<file path="config.mk">
export PLATFORM = sky130hd
export DESIGN_NAME = txr_engine
export DESIGN_NICKNAME = d
export VERILOG_FILES = /design/src/rtl/txr_pkg.sv /design/src/rtl/txr_regs.sv /design/src/rtl/txr_stream.sv /design/src/rtl/txr_ctrl.sv /design/src/rtl/txr_engine.sv
export SDC_FILE = /design/constraint.sdc
export NUM_CORES = 1
export LEC_CHECK = 0
export ABC_AREA = 1
export BUFFER_PORTS_ARGS = -buffer_cell sky130_fd_sc_hd__buf_2
export CORE_UTILIZATION = 42
export CTS_CLUSTER_DIAMETER = 200
export DETAILED_ROUTE_END_ITERATION = 7
export GPL_ROUTABILITY_DRIVEN = 0
export PLACE_DENSITY = 0.63
export SYNTH_ARGS = -nofsm -noshare
export SYNTH_HDL_FRONTEND = slang
export SYNTH_HIERARCHICAL = 1
export SYNTH_SLANG_ARGS = --single-unit
</file>
<file path="constraint.sdc">
create_clock -name clk -period 6.7 [get_ports clk]
set_input_delay 0.67 -clock clk [delete_from_list [all_inputs] [get_ports clk]]
set_output_delay 0.67 -clock clk [all_outputs]
set_load 0.02 [all_outputs]
</file>
<file path="src/rtl/txr_pkg.sv">
package txr_pkg;
   // descriptor word split: flags in the upper half, byte count in the lower half
   localparam int FLD_W      = 16;
   localparam int FLAG_READY = 15;
   localparam int FLAG_WRAP  = 13;
   localparam int FLAG_LAST  = 11;

   typedef enum logic [2:0] {
      S_IDLE,
      S_HEAD,
      S_PTR,
      S_MOVE,
      S_SEAL,
      S_BACK
   } txr_state_e;
endpackage

</file>
<file path="src/rtl/txr_regs.sv">
module txr_regs #(
   parameter int AW       = 32,
   parameter int RA_W     = 10,
   parameter int OFS_ACT  = 'h014,
   parameter int OFS_BASE = 'h184
) (
   input  logic            clk,
   input  logic            rst_n,
   input  logic            ctrl_en,
   input  logic            reg_we,
   input  logic [RA_W-1:0] reg_addr,
   input  logic [AW-1:0]   reg_wdata,
   output logic [AW-1:0]   reg_rdata,
   output logic [AW-1:0]   base_q,
   output logic            base_wr,
   output logic            act_go
);
   localparam logic [RA_W-1:0] A_ACT  = RA_W'(OFS_ACT);
   localparam logic [RA_W-1:0] A_BASE = RA_W'(OFS_BASE);

   if (OFS_ACT == OFS_BASE) begin : g_bad_ofs
      $error("txr_regs: register offsets collide");
   end
   if ((OFS_ACT % 4) != 0 || (OFS_BASE % 4) != 0) begin : g_bad_align
      $error("txr_regs: register offsets must be word aligned");
   end
   if (AW < 8) begin : g_bad_aw
      $error("txr_regs: address width too small");
   end

   assign base_wr = reg_we && (reg_addr == A_BASE);
   assign act_go  = reg_we && (reg_addr == A_ACT) && ctrl_en;

   always_ff @(posedge clk or negedge rst_n) begin
      if (!rst_n) begin
         base_q <= '0;
      end else if (base_wr) begin
         base_q <= {reg_wdata[AW-1:2], 2'b00};
      end
   end

   // the activate register has no storage and reads as zero
   always_comb begin
      reg_rdata = '0;
      if (reg_addr == A_BASE) reg_rdata = base_q;
   end
endmodule

</file>
<file path="src/rtl/txr_stream.sv">
module txr_stream #(
   parameter int DW = 8
) (
   input  logic          clk,
   input  logic          rst_n,
   input  logic          push,
   input  logic [DW-1:0] push_data,
   input  logic          close,
   output logic          space,
   output logic          empty,
   output logic          tx_valid,
   output logic [DW-1:0] tx_data,
   output logic          tx_last,
   input  logic          tx_ready
);
   logic          hold_v;
   logic [DW-1:0] hold_d;
   logic          o_v;
   logic [DW-1:0] o_d;
   logic          o_l;

   if (DW < 1) begin : g_bad_dw
      $error("txr_stream: data width must be positive");
   end

   // one byte is kept back until it is known whether it ends the frame
   assign space    = !(hold_v && o_v);
   assign empty    = !hold_v && !o_v;
   assign tx_valid = o_v;
   assign tx_data  = o_d;
   assign tx_last  = o_l;

   always_ff @(posedge clk or negedge rst_n) begin
      if (!rst_n) begin
         hold_v <= 1'b0;
         hold_d <= '0;
         o_v    <= 1'b0;
         o_d    <= '0;
         o_l    <= 1'b0;
      end else begin
         if (o_v && tx_ready) o_v <= 1'b0;
         if (push) begin
            if (hold_v) begin
               o_v <= 1'b1;
               o_d <= hold_d;
               o_l <= 1'b0;
            end
            hold_d <= push_data;
            hold_v <= 1'b1;
         end else if (close && hold_v && (!o_v || tx_ready)) begin
            o_v    <= 1'b1;
            o_d    <= hold_d;
            o_l    <= 1'b1;
            hold_v <= 1'b0;
         end
      end
   end

   AST_OUT_HOLD: assert property (@(posedge clk) disable iff (!rst_n)
      (tx_valid && !tx_ready) |=> (tx_valid && $stable(tx_data) && $stable(tx_last)));
   AST_LAST_DRAINED: assert property (@(posedge clk) disable iff (!rst_n)
      (tx_valid && tx_last) |-> !hold_v);
endmodule

</file>
<file path="src/rtl/txr_ctrl.sv">
module txr_ctrl
   import txr_pkg::*;
#(
   parameter int AW        = 32,
   parameter int MAX_FRAME = 2032,
   parameter int DESC_STEP = 8,
   parameter int BUS_SWAP  = 0
) (
   input  logic          clk,
   input  logic          rst_n,
   input  logic          act_go,
   input  logic          base_wr,
   input  logic [AW-1:0] base_q,
   output logic          dsc_req,
   output logic          dsc_we,
   output logic [AW-1:0] dsc_addr,
   output logic [31:0]   dsc_wdata,
   input  logic          dsc_ack,
   input  logic [31:0]   dsc_rdata,
   output logic          buf_req,
   output logic [AW-1:0] buf_addr,
   input  logic          buf_ack,
   output logic          st_push,
   output logic          st_close,
   input  logic          st_space,
   input  logic          st_empty,
   output logic          ev_buf,
   output logic          ev_frame,
   output logic          ev_babble
);
   localparam int              CW     = $clog2(MAX_FRAME + 1);
   localparam logic [CW-1:0]   MAX_C  = CW'(MAX_FRAME);
   localparam logic [AW-1:0]   STEP_A = AW'(DESC_STEP);
   localparam logic [AW-1:0]   FOUR_A = AW'(4);
   localparam logic [FLD_W-1:0] RDY_M = FLD_W'(1) << FLAG_READY;

   if (MAX_FRAME < 1 || MAX_FRAME >= (1 << FLD_W)) begin : g_bad_max
      $error("txr_ctrl: frame cap must fit the byte count field");
   end
   if (DESC_STEP < 8 || (DESC_STEP % 4) != 0) begin : g_bad_step
      $error("txr_ctrl: descriptor stride must be a word multiple of at least 8");
   end
   if (AW > 32 || AW < 8) begin : g_bad_aw
      $error("txr_ctrl: address width must lie in 8..32");
   end

   txr_state_e       st_q;
   logic [AW-1:0]    ptr_q;
   logic [FLD_W-1:0] flg_q;
   logic [FLD_W-1:0] len_q;
   logic [AW-1:0]    bptr_q;
   logic [CW-1:0]    xlen_q;
   logic [CW-1:0]    idx_q;
   logic [CW-1:0]    fcnt_q;
   logic             go_q;
   logic             reload_q;

   logic [31:0]      rd_w;
   logic [31:0]      wb_w;
   logic [CW-1:0]    room;
   logic             clip;

   // bus byte order variant
   if (BUS_SWAP != 0) begin : g_swap
      assign rd_w      = {dsc_rdata[7:0], dsc_rdata[15:8], dsc_rdata[23:16], dsc_rdata[31:24]};
      assign dsc_wdata = {wb_w[7:0], wb_w[15:8], wb_w[23:16], wb_w[31:24]};
   end else begin : g_direct
      assign rd_w      = dsc_rdata;
      assign dsc_wdata = wb_w;
   end

   assign wb_w = {flg_q & ~RDY_M, len_q};
   assign room = MAX_C - fcnt_q;
   assign clip = len_q > FLD_W'(room);

   assign dsc_req  = (st_q == S_HEAD) || (st_q == S_PTR) || (st_q == S_BACK);
   assign dsc_we   = (st_q == S_BACK);
   assign dsc_addr = ptr_q + ((st_q == S_PTR) ? FOUR_A : '0);

   assign buf_req  = (st_q == S_MOVE) && st_space && (idx_q != xlen_q);
   assign buf_addr = bptr_q + AW'(idx_q);
   assign st_push  = buf_req && buf_ack;
   assign st_close = (st_q == S_SEAL);

   assign ev_buf    = (st_q == S_BACK) && dsc_ack;
   assign ev_frame  = ev_buf && flg_q[FLAG_LAST];
   assign ev_babble = (st_q == S_PTR) && dsc_ack && clip;

   always_ff @(posedge clk or negedge rst_n) begin
      if (!rst_n) begin
         st_q     <= S_IDLE;
         ptr_q    <= '0;
         flg_q    <= '0;
         len_q    <= '0;
         bptr_q   <= '0;
         xlen_q   <= '0;
         idx_q    <= '0;
         fcnt_q   <= '0;
         go_q     <= 1'b0;
         reload_q <= 1'b0;
      end else begin
         unique case (st_q)
            S_IDLE: begin
               if (reload_q) begin
                  ptr_q    <= base_q;
                  reload_q <= 1'b0;
               end else if (go_q) begin
                  go_q <= 1'b0;
                  st_q <= S_HEAD;
               end
            end
            S_HEAD: begin
               if (dsc_ack) begin
                  flg_q <= rd_w[31:16];
                  len_q <= rd_w[15:0];
                  st_q  <= rd_w[16 + FLAG_READY] ? S_PTR : S_IDLE;
               end
            end
            S_PTR: begin
               if (dsc_ack) begin
                  bptr_q <= rd_w[AW-1:0];
                  xlen_q <= clip ? room : CW'(len_q);
                  idx_q  <= '0;
                  st_q   <= S_MOVE;
               end
            end
            S_MOVE: begin
               if (st_push) begin
                  idx_q  <= idx_q + CW'(1);
                  fcnt_q <= fcnt_q + CW'(1);
               end else if (idx_q == xlen_q) begin
                  st_q <= flg_q[FLAG_LAST] ? S_SEAL : S_BACK;
               end
            end
            S_SEAL: begin
               if (st_empty) st_q <= S_BACK;
            end
            S_BACK: begin
               if (dsc_ack) begin
                  if (flg_q[FLAG_LAST]) fcnt_q <= '0;
                  ptr_q <= flg_q[FLAG_WRAP] ? base_q : (ptr_q + STEP_A);
                  st_q  <= S_HEAD;
               end
            end
            default: st_q <= S_IDLE;
         endcase
         if (act_go)  go_q     <= 1'b1;
         if (base_wr) reload_q <= 1'b1;
      end
   end

   AST_FRAME_CAP: assert property (@(posedge clk) disable iff (!rst_n)
      fcnt_q <= MAX_C);
   AST_DSC_HOLD: assert property (@(posedge clk) disable iff (!rst_n)
      (dsc_req && !dsc_ack) |=> (dsc_req && $stable(dsc_addr)));
   AST_BUF_HOLD: assert property (@(posedge clk) disable iff (!rst_n)
      (buf_req && !buf_ack) |=> (buf_req && $stable(buf_addr)));
   AST_DSC_ALIGN: assert property (@(posedge clk) disable iff (!rst_n)
      dsc_req |-> (dsc_addr[1:0] == 2'b00));
endmodule

</file>
<file path="src/rtl/txr_engine.sv">
module txr_engine #(
   parameter int AW        = 32,
   parameter int RA_W      = 10,
   parameter int MAX_FRAME = 2032,
   parameter int DESC_STEP = 8,
   parameter int OFS_ACT   = 'h014,
   parameter int OFS_BASE  = 'h184,
   parameter int BUS_SWAP  = 0
) (
   input  logic            clk,
   input  logic            rst_n,
   input  logic            ctrl_en,
   input  logic            reg_we,
   input  logic [RA_W-1:0] reg_addr,
   input  logic [AW-1:0]   reg_wdata,
   output logic [AW-1:0]   reg_rdata,
   output logic            dsc_req,
   output logic            dsc_we,
   output logic [AW-1:0]   dsc_addr,
   output logic [31:0]     dsc_wdata,
   input  logic            dsc_ack,
   input  logic [31:0]     dsc_rdata,
   output logic            buf_req,
   output logic [AW-1:0]   buf_addr,
   input  logic            buf_ack,
   input  logic [7:0]      buf_rdata,
   output logic            tx_valid,
   output logic [7:0]      tx_data,
   output logic            tx_last,
   input  logic            tx_ready,
   output logic            ev_buf,
   output logic            ev_frame,
   output logic            ev_babble
);
   logic [AW-1:0] base_q;
   logic          base_wr;
   logic          act_go;
   logic          st_push;
   logic          st_close;
   logic          st_space;
   logic          st_empty;

   txr_regs #(
      .AW(AW), .RA_W(RA_W), .OFS_ACT(OFS_ACT), .OFS_BASE(OFS_BASE)
   ) u_regs (
      .clk(clk), .rst_n(rst_n), .ctrl_en(ctrl_en),
      .reg_we(reg_we), .reg_addr(reg_addr), .reg_wdata(reg_wdata),
      .reg_rdata(reg_rdata), .base_q(base_q), .base_wr(base_wr), .act_go(act_go)
   );

   txr_ctrl #(
      .AW(AW), .MAX_FRAME(MAX_FRAME), .DESC_STEP(DESC_STEP), .BUS_SWAP(BUS_SWAP)
   ) u_ctrl (
      .clk(clk), .rst_n(rst_n), .act_go(act_go), .base_wr(base_wr), .base_q(base_q),
      .dsc_req(dsc_req), .dsc_we(dsc_we), .dsc_addr(dsc_addr), .dsc_wdata(dsc_wdata),
      .dsc_ack(dsc_ack), .dsc_rdata(dsc_rdata),
      .buf_req(buf_req), .buf_addr(buf_addr), .buf_ack(buf_ack),
      .st_push(st_push), .st_close(st_close), .st_space(st_space), .st_empty(st_empty),
      .ev_buf(ev_buf), .ev_frame(ev_frame), .ev_babble(ev_babble)
   );

   txr_stream #(
      .DW(8)
   ) u_stream (
      .clk(clk), .rst_n(rst_n), .push(st_push), .push_data(buf_rdata),
      .close(st_close), .space(st_space), .empty(st_empty),
      .tx_valid(tx_valid), .tx_data(tx_data), .tx_last(tx_last), .tx_ready(tx_ready)
   );
endmodule

</file>
Yosys cells after proc, flatten, opt, wreduce, memory -nomap -nowiden
Cells that the tools add are included.
Storage, ports and cells
  ROM bits: 0
  input bits: 89
  memories kept: 0
  latch bits: 0
  memory bits (writable): 0
  logic and storage cells: 123
  register bits after elaboration: 182
  output and inout bits: 144
Operators by class
  div/mod/pow operators: 0
  bitwise operators: 0
  reduce and logical (&&, ||, !) cells: 36
  muxes and demuxes: 42
  shift-type cells: 0
  magnitude comparators: 1
  add/sub/neg operators: 6
  $mul: 0
  equality and inequality tests: 22
Operators by type and width (count)
  2-to-1 mux 32 bit: 4
  2-to-1 mux 11 bit: 6
  one-hot mux 32 bit (2 select lines): 1
  one-hot mux 11 bit (2 select lines): 2
  adder 32 x 11 -> 32 bit: 1
  adder 32 bit: 1
  adder 32 x 4 -> 32 bit (second input constant): 1
  2-to-1 mux 3 bit: 9
  2-to-1 mux 8 bit: 3
  adder 11 x 1 -> 11 bit (second input constant): 2
  one-hot mux 3 bit (6 select lines): 1
  greater-than comparator 16 x 11 -> 1 bit: 1
  inequality test 2 bit (second input constant): 8
  logical AND 1 bit: 15
  2-to-1 mux 1 bit: 15
  nonzero test 2 bit: 6
  == test 11 bit: 1
  inequality test 11 bit: 1
  subtractor 11 bit (first input constant): 1
  == test 10 x 5 -> 1 bit (second input constant): 1
  == test 10 x 9 -> 1 bit (second input constant): 1
  inequality test 2 x 1 -> 1 bit (second input constant): 5
  AND reduction 2 bit: 4
  AND reduction 8 bit: 1
  9 further kinds: 16

Logic depth before layout (Yosys ltp)
Gate-level depths: netlist of the first run.
  depth after elaboration: 7
  gate-level depth with buffers: 18
  gate-level depth less buffers: 16

Modules after synthesis
The synthesis of the first run kept the hierarchy.
Modules (own cells, without submodules)
  txr_ctrl: sequential area each 3328.2 um^2, times used 1, cells an instance 1280, area each 9026.2 um^2
  txr_regs: sequential area each 750.7 um^2, times used 1, cells an instance 219, area each 1749.2 um^2
  txr_stream: sequential area each 475.5 um^2, times used 1, cells an instance 86, area each 768.2 um^2

Worst setup path after synthesis of the first run
Ideal clock, no wire load.
  kind: reg2out
  start point: reg u_ctrl.fcnt_q[0]
  end point: out ev_babble
  arrival: 2349 ps
  stages on the path, launching flop included: 15
  slack: 3681 ps
  buffers on the path: 1
  required time: 6030 ps
  path through: dfrtp_1 inv_1 ha_1 nand3_1 nand2_1 nor2_1 xor2_1 ha_1 nand2_1 nor3_1 nand2_1 nand2_1 nand2_1 buf_2 nor2_1
Between the ends
  longest elaborated chain between the ends: 3
RTL lines
  from (decl): RTL line txr_ctrl.sv:54  | logic [CW-1:0] fcnt_q;
  from (signal assigned): RTL line txr_ctrl.sv:130  | fcnt_q <= fcnt_q + CW'(1);
  subtractor 11 bit: RTL line txr_ctrl.sv:73  | assign room = MAX_C - fcnt_q;
  greater-than comparator 16 x 11 -> 1 bit: RTL line txr_ctrl.sv:74  | assign clip = len_q > FLD_W'(room);
  logical AND 1 bit: RTL line txr_ctrl.sv:87  | assign ev_babble = (st_q == S_PTR) && dsc_ack && clip;
  to (decl): RTL line txr_engine.sv:33  | output logic ev_babble
No other way between the ends.

Worst setup path after layout of the first run
  start point: reg u_ctrl.st_q[2]
  end point: out dsc_addr[30]
Between the ends
  longest elaborated chain between the ends: 3
RTL lines
  from (decl): RTL line txr_ctrl.sv:47  | txr_state_e st_q;
  from (signal assigned): RTL line txr_ctrl.sv:116  | st_q <= rd_w[16 + FLAG_READY] ? S_PTR : S_IDLE;
  from (signal assigned): RTL line txr_ctrl.sv:132  | st_q <= flg_q[FLAG_LAST] ? S_SEAL : S_BACK;
  == test 3 x 2 -> 1 bit: RTL line txr_ctrl.sv:78  | assign dsc_addr = ptr_q + ((st_q == S_PTR) ? FOUR_A : '0);
  2-to-1 mux 3 bit: RTL line txr_ctrl.sv:78
  adder 32 bit: RTL line txr_ctrl.sv:78
  to (decl): RTL line txr_engine.sv:19  | output logic [AW-1:0] dsc_addr,
No other way between the ends.

==> results of run 1 <==
[sequential cells by signal, summed over array words and instances, names as in the netlist]
register and cells:
u_ctrl/bptr_q 32, u_ctrl/ptr_q 32, u_regs/base_q 30, u_ctrl/len_q 16
u_ctrl/flg_q 15, u_ctrl/fcnt_q 11, u_ctrl/idx_q 11, u_ctrl/xlen_q 11
u_stream/hold_d 8, u_stream/tx_data 8, u_ctrl/st_q 3, u_ctrl/go_q 1
u_ctrl/reload_q 1, u_stream/hold_v 1, u_stream/tx_last 1, u_stream/tx_valid 1
[worst max-delay path, delay by kind of cell, from the launching register on]
kind | cells | cell delay [ns]
xor+xnor | 1 | 0.16
flops | 1 | 0.43
simple gates | 6 | 1.00
fa+ha+maj | 2 | 0.90
buf+inv | 5 | 0.51
[power by group through the flow]
stage	combinational, W	clock (W)	sequential [W]
floorplan	0.00169	0	0.00194
global placement	0.00245	0	0.00194
detailed placement	0.00249	0	0.00194
CTS	0.00250	0.00113	0.00192
global route	0.00279	0.00117	0.00198
finish	0.00249	0.00110	0.00192
[layout make-up]
cell class	instances	area share (%)
clock inverter	13	1.36
antenna	4	0.0747
sequential	182	34.0
tap	341	3.18
clock buffer	19	3.38
timing repair buffer	230	8.71
multi-input combinational	1126	43.2
inverter	215	6.04
[synthesized netlist by cell type, types with 7 or more instances]
cell type / number
sky130_fd_sc_hd__xnor2_1: 23
sky130_fd_sc_hd__inv_1: 201
sky130_fd_sc_hd__o21ai_0: 106
sky130_fd_sc_hd__nor3_1: 29
sky130_fd_sc_hd__a21oi_1: 43
sky130_fd_sc_hd__dfrtp_1: 182
sky130_fd_sc_hd__nor2_1: 100
sky130_fd_sc_hd__xor2_1: 54
sky130_fd_sc_hd__o21ai_1: 21
sky130_fd_sc_hd__buf_2: 21
sky130_fd_sc_hd__buf_6: 7
sky130_fd_sc_hd__nand4_1: 42
sky130_fd_sc_hd__o22ai_1: 12
sky130_fd_sc_hd__ha_1: 28
sky130_fd_sc_hd__nand3_1: 95
sky130_fd_sc_hd__nand2_2: 8
sky130_fd_sc_hd__buf_4: 21
sky130_fd_sc_hd__inv_2: 13
sky130_fd_sc_hd__nand2_1: 466
sky130_fd_sc_hd__clkbuf_1: 16
sky130_fd_sc_hd__nor2_2: 38
sky130_fd_sc_hd__nor2_4: 7
[cells in the final DEF (no fill, tap or decap), types with 4 or more instances in the layout]
cell type	count
sky130_fd_sc_hd__xnor2_1	23
sky130_fd_sc_hd__inv_2	13
sky130_fd_sc_hd__inv_1	201
sky130_fd_sc_hd__diode_2	4
sky130_fd_sc_hd__nand2_2	8
sky130_fd_sc_hd__nor3_1	29
sky130_fd_sc_hd__o21bai_1	5
sky130_fd_sc_hd__nor2_4	7
sky130_fd_sc_hd__o22ai_1	12
sky130_fd_sc_hd__nand2_1	466
sky130_fd_sc_hd__xor2_1	54
sky130_fd_sc_hd__nand3_1	94
sky130_fd_sc_hd__o21ai_1	21
sky130_fd_sc_hd__nor2_2	38
sky130_fd_sc_hd__nand2_4	5
sky130_fd_sc_hd__a21oi_1	43
sky130_fd_sc_hd__o21ai_0	106
sky130_fd_sc_hd__clkbuf_16	17
sky130_fd_sc_hd__nand3_2	4
sky130_fd_sc_hd__nor2_1	100
sky130_fd_sc_hd__nand4_1	42
sky130_fd_sc_hd__ha_1	28
sky130_fd_sc_hd__buf_2	226
sky130_fd_sc_hd__nand3b_1	4
sky130_fd_sc_hd__conb_1	5
sky130_fd_sc_hd__inv_6	5
sky130_fd_sc_hd__dfrtp_1	182
[stage by stage]
stage | hold WS, ns | instance area [µm²]
after floorplan | 0.374 | 11600
after detailed placement | 0.458 | 12800
after global placement | 0.450 | 12800
final | 0.360 | 13400
after CTS | 0.385 | 13400
after global routing | 0.408 | 13400
[per-layer routing]
metal  share of wire [%]  GRT usage (%)  vias up
li1                    -              -     5372
met1                  48           33.7     5082
met2                  43           34.7      354
met3                 6.8           4.77       51
met4                 2.2           7.90        4
met5               0.071              0        -
[worst paths after layout]
path / start / slack [ns] / endpoint
setup / recovery: u_ctrl/st_q[2] / 2.59 / dsc_addr[30]
hold / removal: rst_n / 0.36 / u_ctrl/fcnt_q[6]
setup reg to reg: u_ctrl/fcnt_q[0] / 3.59 / u_ctrl/xlen_q[2]
hold reg to reg: u_stream/hold_d[4] / 0.47 / u_stream/hold_d[4]
max in group asynchronous: rst_n / 4.76 / u_regs/base_q[28]
min in group clk: buf_rdata[2] / 0.43 / u_stream/hold_d[2]
[cells by family after synthesis]
kind of cell	synth area share [%]
flops	39.5
other cells	0.0651
simple gates	31.6
xor+xnor	5.84
compound gates	9.35
buf+inv	10.5
fa+ha+maj	3.21
==> Implementation_results.wiki, run 1 <==
{| class="wikitable"
! Metric !! Value
|-
| Die X-Extent || 168 µm
|-
| Net switching power || 0.00255 W
|-
| Combinational fraction of design power || 45.2%
|-
| CTS buffer count || 17
|-
| IO Port Bufs || 227
|-
| Violation count after the first detailed-routing iteration || 838
|-
| Sequential cell area || 0.00455 mm²
|-
| Post-synthesis instance total || 1,585
|-
| Worst slew margin relative to its limit || 29.6%
|-
| Fraction of synthesis flops using an asynchronous set or reset pin || 100%
|-
| Ratio of total power to cell area || 411 mW/mm²
|-
| Run status || finished clean
|-
| Share of post-route cells with drive strength above 1 || 19.7%
|-
| Worst setup SP type || flip-flop
|-
| Core occupancy in the finished layout || 49.7%
|-
| Clock-pin slew reported for the worst setup and hold paths after clock tree synthesis || 0.08 ns
|-
| Clk buf depth || 2
|-
| Max Clock Freq || 0.243 GHz
|-
| Crit path arrival time || 3.44 ns
|-
| Area enclosed by the die boundary || 0.0282 mm²
|-
| RSZ-0062 raised after global routing || no
|-
| Maximum fanout along the worst path || 14
|-
| Number of antenna violations at the first check in global routing || 6
|-
| Die H || 168 µm
|-
| Maximum vdd drop || 0.178 mV
|-
| Grt total ovfl || 0
|-
| Number of cell rows || 60
|-
| Clock skew after layout || 0.0156 ns
|-
| Cell internal power dissipation || 0.00296 W
|-
| Remaining routing DRC violations || 0
|-
| Final-layout fill cell count || 2,749
|-
| Switching share of power || 46.2%
|-
| Final layout net count || 1,890
|-
| Mean routed wirelength per cell || 15.2 µm
|-
| Yosys top cell by area || sky130_fd_sc_hd__dfrtp_1
|-
| Peak per-stage delay on the critical path || 0.56 ns
|-
| First-pass DRT Iterations || 5
|-
| Max capacitance violation total || 0
|-
| Buffer count from post-CTS setup fixing || 0
|-
| Via count of the first global-routing pass || 10,200
|-
| Netlist Area Pre-Place || 0.0115 mm²
|-
| Area used by multi-input combinational logic || 0.00579 mm²
|-
| Post-Place Cells || 2,094
|-
| Number of max-slew violations in the final report || 0
|-
| Hold-fix buffers, CTS || 0
|-
| Slowest stage cell, crit path || sky130_fd_sc_hd__ha_1
|-
| Class of the most critical setup path || flip-flop to output port
|-
| Flop pwr share || 34.9%
|-
| Worst-path cell chain || nor2_1 -> nand2_1 -> inv_1 -> ha_1 -> ha_1 -> inv_1 -> nor2_2 -> inv_2 -> nor2_4 -> inv_2 -> nor2_1 -> nand2_1 -> xor2_1 -> buf_2
|-
| Core Region || 0.0270 mm²
|-
| Worst Setup End Kind || output port
|-
| DR vias || 10,900
|-
| FF+latch count, synth || 182
|-
| Final critical-path share of the clock period || 61.3%
|-
| Count of distinct cell types in the synthesized netlist || 49
|-
| Global-route wire length before repair || 52,200 µm
|-
| Leak || 6.98 nW
|-
| Clock tree from TritonCTS || done
|-
| Starting utilization of the core area || 42.8%
|-
| Setup-violating endpoint count in the final report || 0
|-
| Final TNS setup || 0 ns
|-
| Post-Syn Area per Cell || 7.28 µm²
|-
| Clk root buf || sky130_fd_sc_hd__clkbuf_16
|-
| Routed vias/inst || 5.10
|-
| Final total power || 0.00551 W
|-
| Count of placed standard cells in the final layout, fillers left out || 2,130
|-
| Number of warnings printed during yosys synthesis || 6
|-
| Clock latency reported for the late side of the worst-skew pair || 0.43 ns
|-
| Most frequently used flop master after synthesis || sky130_fd_sc_hd__dfrtp_1
|-
| Required arrival time at the worst endpoint || 6.03 ns
|-
| Share of power burned in the clock network || 19.9%
|-
| Count of cells along the worst register-to-register path || 14
|-
| Resize count post-CTS || 0
|-
| Number of nets still failing antenna checks after routing || 0
|-
| Portion of synthesized cell area occupied by the leading cell type || 39.5%
|-
| Post-synth EDFFs || 0
|-
| Top cells by area, synth || sky130_fd_sc_hd__dfrtp_1, sky130_fd_sc_hd__nand2_1, sky130_fd_sc_hd__inv_1
|-
| Type of the most critical hold path || primary input to async pin
|-
| Clock sink total || 182
|-
| Final number of hold-violating endpoints || 0
|-
| Pre-CTS WS || 3.00 ns
|-
| Transition time at the pin with the least slew margin || 1.06 ns
|-
| Worst setup margin || 2.59 ns
|-
| Post-synthesis sequential area ratio || 39.5%
|-
| Aggregate routed wire length || 32,300 µm
|-
| Area growth from synthesis to layout || 16.1%
|-
| CTS HTree Levels || 4
|-
| Overall global routing resource usage || 23.4%
|-
| Detailed placer's ending HPWL || 23,900 µm
|-
| Post-layout minimum cycle time || 4.11 ns
|-
| Maximum number of pins on one net before global-route repair || 108
|-
| I/O Pins || 233
|}
No activity file was read; power rests on OpenSTA's default activity.
==> inputs of run 2 (changes only) <==
==> constraint.sdc (replaced) <==
create_clock -name clk -period 3.9 [get_ports clk]
set_input_delay 0.39 -clock clk [delete_from_list [all_inputs] [get_ports clk]]
set_output_delay 0.39 -clock clk [all_outputs]
set_load 0.02 [all_outputs]
==> Implementation_results.wiki, run 2 (same netlist as run 1, synthesis figures left out) <==
{| class="wikitable"
! Metric !! Value
|-
| Core occupancy in the finished layout || 49.8% (+0.093 points)
|-
| Share of post-route cells with drive strength above 1 || 20.0% (+0.37 points)
|-
| Number of nets still failing antenna checks after routing || 0 (unchanged)
|-
| Type of the most critical hold path || primary input to async pin
|-
| Worst-path cell chain || inv_1 -> ha_1 -> nand3_1 -> nand2_1 -> nor2_1 -> xor2_1 -> ha_1 -> nand2_1 -> nor3_1 -> nand3_1 -> buf_4 -> nand2_2 -> nor2_1 -> buf_2
|-
| Worst setup margin || 0.393 ns (-2.20 ns)
|-
| Final critical-path share of the clock period || 89.9%
|-
| Class of the most critical setup path || flip-flop to output port
|-
| RSZ-0062 raised after global routing || no
|-
| Setup-violating endpoint count in the final report || 0 (unchanged)
|-
| Area enclosed by the die boundary || 0.0282 mm² (unchanged)
|-
| Required arrival time at the worst endpoint || 3.51 ns (-2.52 ns)
|-
| First-pass DRT Iterations || 5 (unchanged)
|-
| Pre-CTS WS || 0.746 ns (-2.25 ns)
|-
| Grt total ovfl || 0 (unchanged)
|-
| Clock sink total || 182 (unchanged)
|-
| Number of antenna violations at the first check in global routing || 4 (-2)
|-
| Count of placed standard cells in the final layout, fillers left out || 2,137 (+0.33%)
|-
| Violation count after the first detailed-routing iteration || 881 (+5.1%)
|-
| Final number of hold-violating endpoints || 7 (+7)
|-
| Clock-pin slew reported for the worst setup and hold paths after clock tree synthesis || 0.07 ns (about the same)
|-
| Clk buf depth || 2 (unchanged)
|-
| Number of max-slew violations in the final report || 0 (unchanged)
|-
| CTS HTree Levels || 4 (unchanged)
|-
| Hold-fix buffers, CTS || 0 (unchanged)
|-
| Starting utilization of the core area || 42.8% (unchanged)
|-
| Clock skew after layout || 0.0139 ns (-0.00163 ns)
|-
| Clk root buf || sky130_fd_sc_hd__clkbuf_16
|-
| Critical path startpoint || u_ctrl/fcnt_q[0]
|-
| Worst setup SP type || flip-flop
|-
| Ratio of total power to cell area || 701 mW/mm² (+70%)
|-
| Clock tree from TritonCTS || done
|-
| DR vias || 10,800 (-0.40%)
|-
| Global-route wire length before repair || 52,600 µm (+0.83%)
|-
| Transition time at the pin with the least slew margin || 1.15 ns (+0.0905 ns)
|-
| Peak per-stage delay on the critical path || 0.45 ns (-0.11 ns)
|-
| Remaining routing DRC violations || 0 (unchanged)
|-
| Maximum number of pins on one net before global-route repair || 79 (-27%)
|-
| Leading cell type in the layout, fill and taps excluded || sky130_fd_sc_hd__nand2_1
|-
| Largest registers || u_ctrl/bptr_q (32), u_ctrl/ptr_q (32), u_regs/base_q (30)
|-
| Max capacitance violation total || 0 (unchanged)
|-
| CTS buffer count || 17 (unchanged)
|-
| Maximum vdd drop || 0.295 mV (+66%)
|-
| Buffer count from post-CTS setup fixing || 0 (unchanged)
|-
| Die X-Extent || 168 µm (unchanged)
|-
| Final TNS setup || 0 ns (unchanged)
|-
| Run status || complete, but fails checks
|-
| Overall global routing resource usage || 23.6% (+0.21 points)
|-
| Mean routed wirelength per cell || 15.2 µm (+0.45%)
|-
| Post-Place Cells || 2,101 (+0.33%)
|-
| Leak || 7.01 nW (+0.31%)
|-
| Via count of the first global-routing pass || 10,300 (+1.1%)
|-
| Die H || 168 µm (unchanged)
|-
| IO Port Bufs || 227 (unchanged)
|-
| Most used cells in the layout excluding fill and tap cells || sky130_fd_sc_hd__nand2_1, sky130_fd_sc_hd__buf_2, sky130_fd_sc_hd__inv_1, sky130_fd_sc_hd__dfrtp_1, sky130_fd_sc_hd__o21ai_0
|-
| Core Region || 0.0270 mm² (unchanged)
|-
| Final layout net count || 1,897 (+0.37%)
|-
| Crit path arrival time || 3.12 ns (-0.32 ns)
|-
| Setup slack of the most critical reg-to-reg path || 1.15 ns (-2.44 ns)
|-
| Final-layout fill cell count || 2,660 (-3.2%)
|-
| Worst slew margin relative to its limit || 23.5% (-6.0 points)
|-
| Final total power || 0.00941 W (+71%)
|-
| Slowest stage cell, crit path || sky130_fd_sc_hd__dfrtp_1
|-
| Start of the worst register-to-register path || u_ctrl/fcnt_q[0]
|-
| Routed vias/inst || 5.06 (-0.72%)
|-
| Failing checks || hold timing
|-
| Number of cell rows || 60 (unchanged)
|-
| Max Clock Freq || 0.285 GHz
|-
| Maximum fanout along the worst path || 12 (-2)
|-
| Detailed placer's ending HPWL || 24,100 µm (+0.91%)
|-
| Worst Setup End Kind || output port
|-
| Area growth from synthesis to layout || 16.3%
|-
| Hold slack || -0.00467 ns (-0.364 ns)
|-
| Resize count post-CTS || 0 (unchanged)
|-
| I/O Pins || 233 (unchanged)
|-
| Aggregate routed wire length || 32,500 µm (+0.78%)
|-
| Post-layout minimum cycle time || 3.51 ns
|-
| Clock latency reported for the late side of the worst-skew pair || 0.43 ns (about the same)
|}
-- run 2: cell types whose count changed in the layout (fill, tap and decap cells not counted), moves of 2 or more --
cell,previous run,this run
sky130_fd_sc_hd__inv_8,3,1
sky130_fd_sc_hd__clkbuf_8,3,1
sky130_fd_sc_hd__buf_4,3,9
sky130_fd_sc_hd__clkinv_2,0,2
sky130_fd_sc_hd__clkinv_4,0,3
-- run 2: power by group --
group	switching, W	internal, W
clock network	0.000810	0.000963
registers	0.000758	0.00257
logic	0.00284	0.00147
total	0.00441	0.00500
-- run 2: final timing paths --
check | depth (start not counted) | to
max | 14 | ev_babble
min | 1 | u_ctrl/fcnt_q[9]
max in group asynchronous | 2 | u_ctrl/bptr_q[0]
max reg2reg | 15 | u_ctrl/xlen_q[1]
min reg2reg | 2 | u_stream/tx_data[4]
min in group clk | 3 | u_stream/hold_d[2]
-- run 2: final cells by class --
cell class              count  area (µm²)  area share (%)
multi-input cells        1126        5800            43.2
clock inverters            15         168            1.25
well taps                 341         427            3.18
clock buffers              17         425            3.17
flip-flops and latches    182        4550            33.9
inverters                 215         810            6.03
diodes                      4        10.0          0.0746
repair buffers            237        1230            9.18
-- run 2: per-stage QoR --
step | hold WS [ns] | instance area (µm²)
2_1_floorplan | 0.0944 | 11600
3_3_place_gp | 0.450 | 12800
3_5_place_dp | 0.458 | 12800
4_1_cts | 0.00814 | 13400
5_1_grt | 0.0400 | 13400
6_report | -0.00467 | 13400
-- run 2: layer usage --
layer / part of all wire (%) / track usage, % / vias up / routed length [µm]
met5: 0.031 / 0 / - / 10
met4: 2.0 / 7.58 / 2 / 641
met3: 7.1 / 4.91 / 43 / 2310
met2: 43 / 35.1 / 341 / 13900
met1: 48 / 34.1 / 5024 / 15700
li1: - / - / 5410 / -
-- run 2: worst max-delay path, delay by kind of cell, from the launching register on --
family / cells / cell delay (ns)
AND/OR/NAND/NOR: 8 / 1.04
buffers and inverters: 3 / 0.54
adder cells (fa/ha/maj): 2 / 0.49
flip-flops: 1 / 0.45
XOR/XNOR: 1 / 0.16
